$ cat src/rtl/lmc_pkg.sv
package lmc_pkg;
  // Next run count: a hit extends the run, a miss clears it, and a completed run wraps to zero.
  function automatic int unsigned run_next(input int unsigned cnt, input logic hit,
                                           input int unsigned run_len);
    if (!hit) return 0;
    if (cnt + 1 >= run_len) return 0;
    return cnt + 1;
  endfunction

  // A run completes when a hit arrives with the count at its last position.
  function automatic logic run_done(input int unsigned cnt, input logic hit,
                                    input int unsigned run_len);
    return hit && (cnt + 1 >= run_len);
  endfunction
endpackage

$ cat src/rtl/lmc_run_detector.sv
module lmc_run_detector
  import lmc_pkg::*;
#(
  parameter int unsigned RUN_LEN = 8,
  parameter logic        MATCH   = 1'b0,
  localparam int unsigned CW     = (RUN_LEN > 2) ? $clog2(RUN_LEN) : 1
) (
  input  logic          clk,
  input  logic          rst_n,
  input  logic          arm,
  input  logic          stb,
  input  logic          level,
  output logic          fire,
  output logic [CW-1:0] count
);
  logic hit;
  logic [CW-1:0] cnt_q;

  assign hit   = arm && stb && (level == MATCH);
  assign fire  = run_done(int'(cnt_q), hit, RUN_LEN);
  assign count = cnt_q;

  always_ff @(posedge clk) begin
    if (!rst_n)      cnt_q <= '0;
    else if (!arm)   cnt_q <= '0;
    else if (stb)    cnt_q <= CW'(run_next(int'(cnt_q), hit, RUN_LEN));
  end

  // a disarmed detector reads zero on the next cycle
  a_r10_disarm_clears: assert property (@(posedge clk) disable iff (!rst_n)
    !arm |=> (count == '0));
  // a contrary strobe clears the run
  a_r3_contrary_clears: assert property (@(posedge clk) disable iff (!rst_n)
    (arm && stb && level != MATCH) |=> (count == '0));
  // no strobe, no change
  a_r8_hold: assert property (@(posedge clk) disable iff (!rst_n)
    (arm && !stb) |=> $stable(count));
  a_r2_no_overflow: assert property (@(posedge clk) disable iff (!rst_n)
    int'(count) < RUN_LEN);
endmodule

$ cat src/rtl/lmc_mode_latch.sv
module lmc_mode_latch (
  input  logic clk,
  input  logic rst_n,
  input  logic force_clr,
  input  logic set_req,
  input  logic clr_req,
  output logic q
);
  always_ff @(posedge clk) begin
    if (!rst_n)         q <= 1'b0;
    else if (force_clr) q <= 1'b0;
    else if (set_req)   q <= 1'b1;
    else if (clr_req)   q <= 1'b0;
  end

  // the two run detectors are never both completing
  a_r10_exclusive: assert property (@(posedge clk) disable iff (!rst_n)
    !(set_req && clr_req));
  // force wins
  a_r6_force_wins: assert property (@(posedge clk) disable iff (!rst_n)
    force_clr |=> !q);
endmodule

$ cat src/rtl/lightload_mode_ctrl.sv
module lightload_mode_ctrl #(
  parameter int unsigned RUN_LEN = 8
) (
  input  logic clk,
  input  logic rst_n,
  input  logic sample_stb,
  input  logic ccm_level,
  input  logic force_pwm,
  output logic hyst_mode,
  output logic pwm_mode
);
  localparam int unsigned CW = (RUN_LEN > 2) ? $clog2(RUN_LEN) : 1;

  logic          mode_q;
  logic          enter_arm, leave_arm;
  logic          enter_fire, leave_fire;
  logic [CW-1:0] enter_cnt, leave_cnt;

  // Only the detector for the opposite mode counts, and neither counts while forced.
  assign enter_arm = !force_pwm && !mode_q;
  assign leave_arm = !force_pwm &&  mode_q;

  lmc_run_detector #(.RUN_LEN(RUN_LEN), .MATCH(1'b0)) u_enter (
    .clk(clk), .rst_n(rst_n), .arm(enter_arm), .stb(sample_stb),
    .level(ccm_level), .fire(enter_fire), .count(enter_cnt));

  lmc_run_detector #(.RUN_LEN(RUN_LEN), .MATCH(1'b1)) u_leave (
    .clk(clk), .rst_n(rst_n), .arm(leave_arm), .stb(sample_stb),
    .level(ccm_level), .fire(leave_fire), .count(leave_cnt));

  lmc_mode_latch u_latch (
    .clk(clk), .rst_n(rst_n), .force_clr(force_pwm),
    .set_req(enter_fire), .clr_req(leave_fire), .q(mode_q));

  assign hyst_mode = mode_q;
  assign pwm_mode  = !mode_q;

  // entry into hysteretic mode only follows a low strobe
  a_r2_entry_cause: assert property (@(posedge clk) disable iff (!rst_n)
    $rose(hyst_mode) |-> $past(sample_stb && !ccm_level && !force_pwm));
  // exit follows a high strobe or a force request
  a_r4_exit_cause: assert property (@(posedge clk) disable iff (!rst_n)
    $fell(hyst_mode) |-> $past(force_pwm || (sample_stb && ccm_level)));
  // without strobe or force the mode holds
  a_r8_mode_hold: assert property (@(posedge clk) disable iff (!rst_n)
    (!sample_stb && !force_pwm) |=> $stable(hyst_mode));
  // a mode change leaves both counts at zero
  a_r10_change_clears: assert property (@(posedge clk) disable iff (!rst_n)
    (hyst_mode != $past(hyst_mode)) |-> (enter_cnt == '0 && leave_cnt == '0));
endmodule

$ cat config.mk
export PLATFORM = sky130hd
export DESIGN_NAME = lightload_mode_ctrl
export DESIGN_NICKNAME = d
export VERILOG_FILES = /design/src/rtl/lmc_pkg.sv /design/src/rtl/lmc_run_detector.sv /design/src/rtl/lmc_mode_latch.sv /design/src/rtl/lightload_mode_ctrl.sv
export SDC_FILE = /design/constraint.sdc
export NUM_CORES = 1
export LEC_CHECK = 0
export ABC_AREA = 1
export BUFFER_PORTS_ARGS = -buffer_cell sky130_fd_sc_hd__buf_4
export CORE_AREA = 4 4 41 43
export DETAILED_ROUTE_END_ITERATION = 8
export DIE_AREA = 0 0 45 47
export SLEW_MARGIN = 0
export SYNTH_ARGS = -nofsm -noshare
export SYNTH_HDL_FRONTEND = slang
export SYNTH_HIERARCHICAL = 1
export SYNTH_SLANG_ARGS = --single-unit
export TNS_END_PERCENT = 50
$ cat constraint.sdc
create_clock -name clk -period 2 [get_ports clk]
set_input_delay 0.5 -clock clk [delete_from_list [all_inputs] [get_ports clk]]
set_output_delay 0.5 -clock clk [all_outputs]
set_load 0.02 [all_outputs]
==> results.sh, run 1 <==
export IMPL_drc=0
export IMPL_clock_latency_ns=0.25
export IMPL_vdd_ir_drop_max_mv=0.346
export IMPL_layout_commonest_cell="nand2_1"
export IMPL_required_ns=1.50
export IMPL_pwr_density_cell_mw_per_mm2=580
export IMPL_rsz0062_at_grt="false"
export IMPL_finalHoldViolations=0
export IMPL_post_cts_setup_buffer_count=0
export IMPL_antenna_cells=0
export IMPL_crit_path_start_kind="flip-flop"
export IMPL_status="finished clean"
export IMPL_post_route_min_period_ns=1.32
export IMPL_antenna_found_initial=0
export IMPL_post_cts_resized=0
export IMPL_clkSlewWorstSetupHoldPaths_ns=0.05
export IMPL_setup_tns_ns=0
export IMPL_nNetsFinal=76
export IMPL_routed_wl_um=713
export IMPL_r2r_cells=7
export IMPL_die_w_um=45
export IMPL_synthTopCellsByArea="dfxtp_1 (34%), nand2_1 (13%), inv_1 (9.2%)"
export IMPL_die_area_mm2=0.00212
export IMPL_clockBufferDepth=2
export IMPL_cp_end_kind="output port"
export IMPL_slew_headroom=0.887
export IMPL_ys_types=15
export IMPL_whs_ns=0.481
export IMPL_r2r_start="u_latch/q"
export IMPL_fill_cells=159
export IMPL_wire_per_inst_um=8.59
export IMPL_hold_depth=2
export IMPL_layout_drive_gt1_share=0.279
export IMPL_cts_hold_buffers_added=0
export IMPL_switching_share=0.221
export IMPL_reg2reg_to="u_latch/q"
export IMPL_vias=369
export IMPL_gp_congestion=0.730
export IMPL_die_h_um=47
export IMPL_critical_path_arrival_ns=0.82
export IMPL_syn_num_nets=65
export IMPL_syn_area_um2=407
export IMPL_htreeDepth=1
export IMPL_avgViaCountPerCell=4.45
export IMPL_rows=13
export IMPL_fmax_mhz=755
export IMPL_power_switching_mw=0.0636
export IMPL_grt_pass1_wl_mm=1.31
export IMPL_area_delta_synth_final_pct=22.2
export IMPL_total_power_mw=0.288
export IMPL_path_max_fanout=4
export IMPL_setup_viol=0
export IMPL_top_level_ports=7
export IMPL_fin_cells=83
export IMPL_power_frac_seq=0.488
export IMPL_clkPwrFrac=0.442
export IMPL_comb_power_share=0.071
export IMPL_cts_buffers=3
export IMPL_mostFrequentLayoutCells="nand2_1 (14), inv_1 (10), dfxtp_1 (7), buf_4 (6), nand3_1 (6)"
export IMPL_fin_crit_sh=0.662
export IMPL_dr_pass1_iters=2
export IMPL_hpwl_um=581
export IMPL_p_int_mw=0.225
export IMPL_path_cells="inv_2, buf_4"
export IMPL_crit_slowest_cell="dfxtp_1"
export IMPL_worst_slew_pin_slew_ns=0.169
export IMPL_hp_start="u_enter/count[1]"
export IMPL_crit_start="u_latch/q"
export IMPL_start_util=0.313
export IMPL_slew_viol_final=0
export IMPL_first_global_vias=332
export IMPL_drt_initial_drc_count=1
export IMPL_dp_cells=79
export IMPL_drv_cap=0
export IMPL_grt_max_degree=7
export IMPL_yosys_warnings=6
export IMPL_final_antenna_net_count=0
export IMPL_grt_overflow_total=0
export IMPL_synth_seq_cells=7
export IMPL_finClkSkew_ns=0.00445
export IMPL_yosysTopAreaCell="dfxtp_1"
export IMPL_ys_seq_area_frac=0.345
export IMPL_fin_ws_ns=0.676
export IMPL_grt_total_usage=0.0926
export IMPL_syn_inst=58
export IMPL_criticalPathCategory="flip-flop to output port"
export IMPL_cts_tree="built"
export IMPL_portBuffers=6
export IMPL_yosys_area_top_type_share=0.345
export IMPL_post_place_ws_ns=0.667
export IMPL_numClockSinks=7
export IMPL_slowest_delay_ns=0.37
export IMPL_r2r_slack_ns=0.93
export IMPL_crit_end="pwm_mode"
export IMPL_p_leak_nw=0.201
export IMPL_core_mm2=0.00130
export IMPL_synth_avg_cell_area_um2=7.01
export IMPL_min_path_type="flip-flop to flip-flop"
export IMPL_cts_root_buf="clkbuf_4"
[area by class of cell]
class                           count  area (um2)  area share
Clock buffer                        4        26.3      0.0529
Tap cell                           15        18.8      0.0378
Inverter                           12        45.0      0.0907
Timing Repair Buffer                6        45.0      0.0907
Multi-Input combinational cell     39         221       0.446
Sequential cell                     7         140       0.282
[per-stage QoR]
stage,area (um2),utilization
2_1_floorplan,407,-
3_3_place_gp,470,0.362
3_5_place_dp,470,0.362
4_1_cts,497,0.382
5_1_grt,497,0.382
6_report,497,0.382
[worst min path at each step]
stage	endpoint	slack, ns
2_1_floorplan	u_enter/count[1]	0.46
3_3_place_gp	u_enter/count[1]	0.48
3_5_place_dp	u_enter/count[1]	0.48
4_1_cts	u_enter/count[1]	0.49
5_1_grt	u_enter/count[1]	0.51
6_report	u_enter/count[1]	0.48
[per-layer routing]
layer / track usage / vias up / share of wire
li1: - / 204 / -
met1: 0.0938 / 158 / 0.44
met2: 0.138 / 5 / 0.49
met3: 0.0575 / 2 / 0.050
met4: 0.0702 / 0 / 0.013
met5: 0 / - / 0
[sequential cells by signal, indices dropped and copies added (netlist names)]
register       count
u_latch/q          1
u_leave/count      3
u_enter/count      3
[logic make-up (layout without fill, tap and decap cells)]
group | count (synthesis) | in the layout | synth area share
flip-flops | 7 | 7 | 0.345
AND/OR/NAND/NOR | 28 | 28 | 0.338
AO/OA/AOI/OAI | 9 | 9 | 0.145
adder cells (fa/ha/maj) | 2 | 2 | 0.0615
buffers and inverters | 12 | 22 | 0.111
[cell usage after synthesis (all sizes together)]
cell type and number:
inv 12, nor2 4, ha 2, nand3 6, dfxtp 7, o21ai 1, nor3 2, a21oi 7
nand2 16, o21a 1
[critical path, delay by kind of cell (launching register included)]
family	cells	cell delay (ns)
flip-flops	1	0.37
buffers and inverters	2	0.20
[power by group through the flow]
stage	clock, mW	sequential (mW)	combinational [mW]
after CTS	0.136	0.141	0.0206
after floorplan	0	0.143	0.00898
after detailed placement	0	0.144	0.0206
after global placement	0	0.143	0.0203
final	0.127	0.141	0.0203
after global routing	0.143	0.140	0.0227
Power figures use the tool's default switching activity.
==> inputs of run 2 (changes only) <==
==> constraint.sdc (replaced) <==
create_clock -name clk -period 1.3 [get_ports clk]
set_input_delay 0.325 -clock clk [delete_from_list [all_inputs] [get_ports clk]]
set_output_delay 0.325 -clock clk [all_outputs]
set_load 0.02 [all_outputs]
==> results.sh, run 2 (synthesis gave the netlist of run 1 again) <==
export IMPL_status="finished clean"
export IMPL_wire_per_inst_um=8.46
export IMPL_gp_congestion=0.739
export IMPL_hp_start="force_pwm"
export IMPL_fill_cells=148
export IMPL_post_cts_resized=0
export IMPL_grt_overflow_total=0
export IMPL_multi_input_area_um2=221
export IMPL_r2r_start="u_latch/q"
export IMPL_rows=13
export IMPL_grt_pass1_wl_mm=1.26
export IMPL_critical_path_arrival_ns=0.84
export IMPL_dr_pass1_iters=2
export IMPL_final_antenna_net_count=0
export IMPL_first_global_vias=337
export IMPL_antenna_cells=0
export IMPL_finClkSkew_ns=0.000425
export IMPL_whs_endpoint="u_latch/q"
export IMPL_cts_root_buf="clkbuf_4"
export IMPL_cts_hold_buffers_added=0
export IMPL_area_delta_synth_final_pct=22.2
export IMPL_vias=361
export IMPL_start_util=0.313
export IMPL_post_cts_setup_buffer_count=0
export IMPL_min_path_type="primary input to flip-flop"
export IMPL_fmax_mhz=861
export IMPL_clkSlewWorstSetupHoldPaths_ns=0.05
export IMPL_drc=0
export IMPL_die_w_um=45
export IMPL_reg2reg_to="u_latch/q"
export IMPL_fin_crit_sh=0.893
export IMPL_hold_depth=4
export IMPL_seq_area_um2=140
export IMPL_path_max_fanout=4
export IMPL_rsz0062_at_grt="false"
export IMPL_top_level_ports=7
export IMPL_htreeDepth=1
export IMPL_post_route_min_period_ns=1.16
export IMPL_setup_viol=0
export IMPL_nNetsFinal=76
export IMPL_cp_end_kind="output port"
export IMPL_die_area_mm2=0.00212
export IMPL_worst_slew_pin_slew_ns=0.148
export IMPL_portBuffers=6
export IMPL_r2r_slack_ns=0.23
export IMPL_mostFrequentLayoutCells="nand2_1 (14), inv_1 (10), dfxtp_1 (7), buf_4 (6), nand3_1 (6)"
export IMPL_vdd_ir_drop_max_mv=0.455
export IMPL_required_ns=0.98
export IMPL_slew_viol_final=0
export IMPL_clockBufferDepth=2
export IMPL_slew_headroom=0.901
export IMPL_p_leak_nw=0.201
export IMPL_finalHoldViolations=0
export IMPL_cts_tree="built"
export IMPL_drt_initial_drc_count=2
export IMPL_antenna_found_initial=0
export IMPL_die_h_um=47
export IMPL_layout_drive_gt1_share=0.279
export IMPL_layout_commonest_cell="nand2_1"
export IMPL_clock_latency_ns=0.25
export IMPL_placement_cell_area_um2=470
export IMPL_total_power_mw=0.443
export IMPL_numClockSinks=7
export IMPL_setup_tns_ns=0
export IMPL_grt_total_usage=0.0895
export IMPL_r2r_cells=7
export IMPL_cts_buffers=3
export IMPL_criticalPathCategory="flip-flop to output port"
export IMPL_crit_path_start_kind="flip-flop"
export IMPL_grt_max_degree=7
export IMPL_fin_area_um2=497
export IMPL_drv_cap=0
export IMPL_core_mm2=0.00130
export IMPL_hpwl_um=567
export IMPL_pwr_density_cell_mw_per_mm2=893
export IMPL_routed_wl_um=702
export IMPL_avgViaCountPerCell=4.35
## run 2: power breakdown
group	internal [mW]	total (mW)	leakage [nW]	switching (mW)
Combinational	0.0130	0.0311	0.130	0.0181
Sequential	0.216	0.216	0.0564	0.000725
Clock	0.117	0.196	0.0150	0.0788
## run 2: critical path: stages (launching register included)
cell and delay (ns):
dfxtp_1 0.38, inv_2 0.05, buf_4 0.15
## run 2: per-stage QoR
stage	util	hold slack, ns	instances	worst slack (ns)
final	0.382	0.334	83	0.139
after global routing	0.382	0.339	83	0.0750
after CTS	0.382	0.324	83	0.125
after detailed placement	0.362	0.479	79	0.169
after global placement	0.362	0.477	79	0.158
after floorplan	-	0.460	58	0.0826
## run 2: layer usage
metal  vias up  wire length [um]  GRT usage
li1        204                 -          -
met1       150               349     0.0986
met4         0                 9     0.0702
met3         2                45     0.0575
met5         -                 0          0
met2         5               298      0.121
## run 2: layout make-up
type                       count  share of cell area
tap                           15              0.0378
sequential                     7               0.282
multi-input combinational     39               0.446
inverter                      12              0.0907
timing repair buffer           6              0.0907
clock buffer                   4              0.0529
## run 2: worst max-delay path by stage
stage | from | end | slack (ns) | cells after the start
detailed placement | force_pwm | u_latch/q | 0.17 | 7
finish | u_latch/q | pwm_mode | 0.14 | 2
CTS | u_latch/q | pwm_mode | 0.12 | 2
floorplan | u_latch/q | u_latch/q | 0.08 | 7
global route | u_latch/q | pwm_mode | 0.07 | 2
global placement | force_pwm | u_latch/q | 0.16 | 6
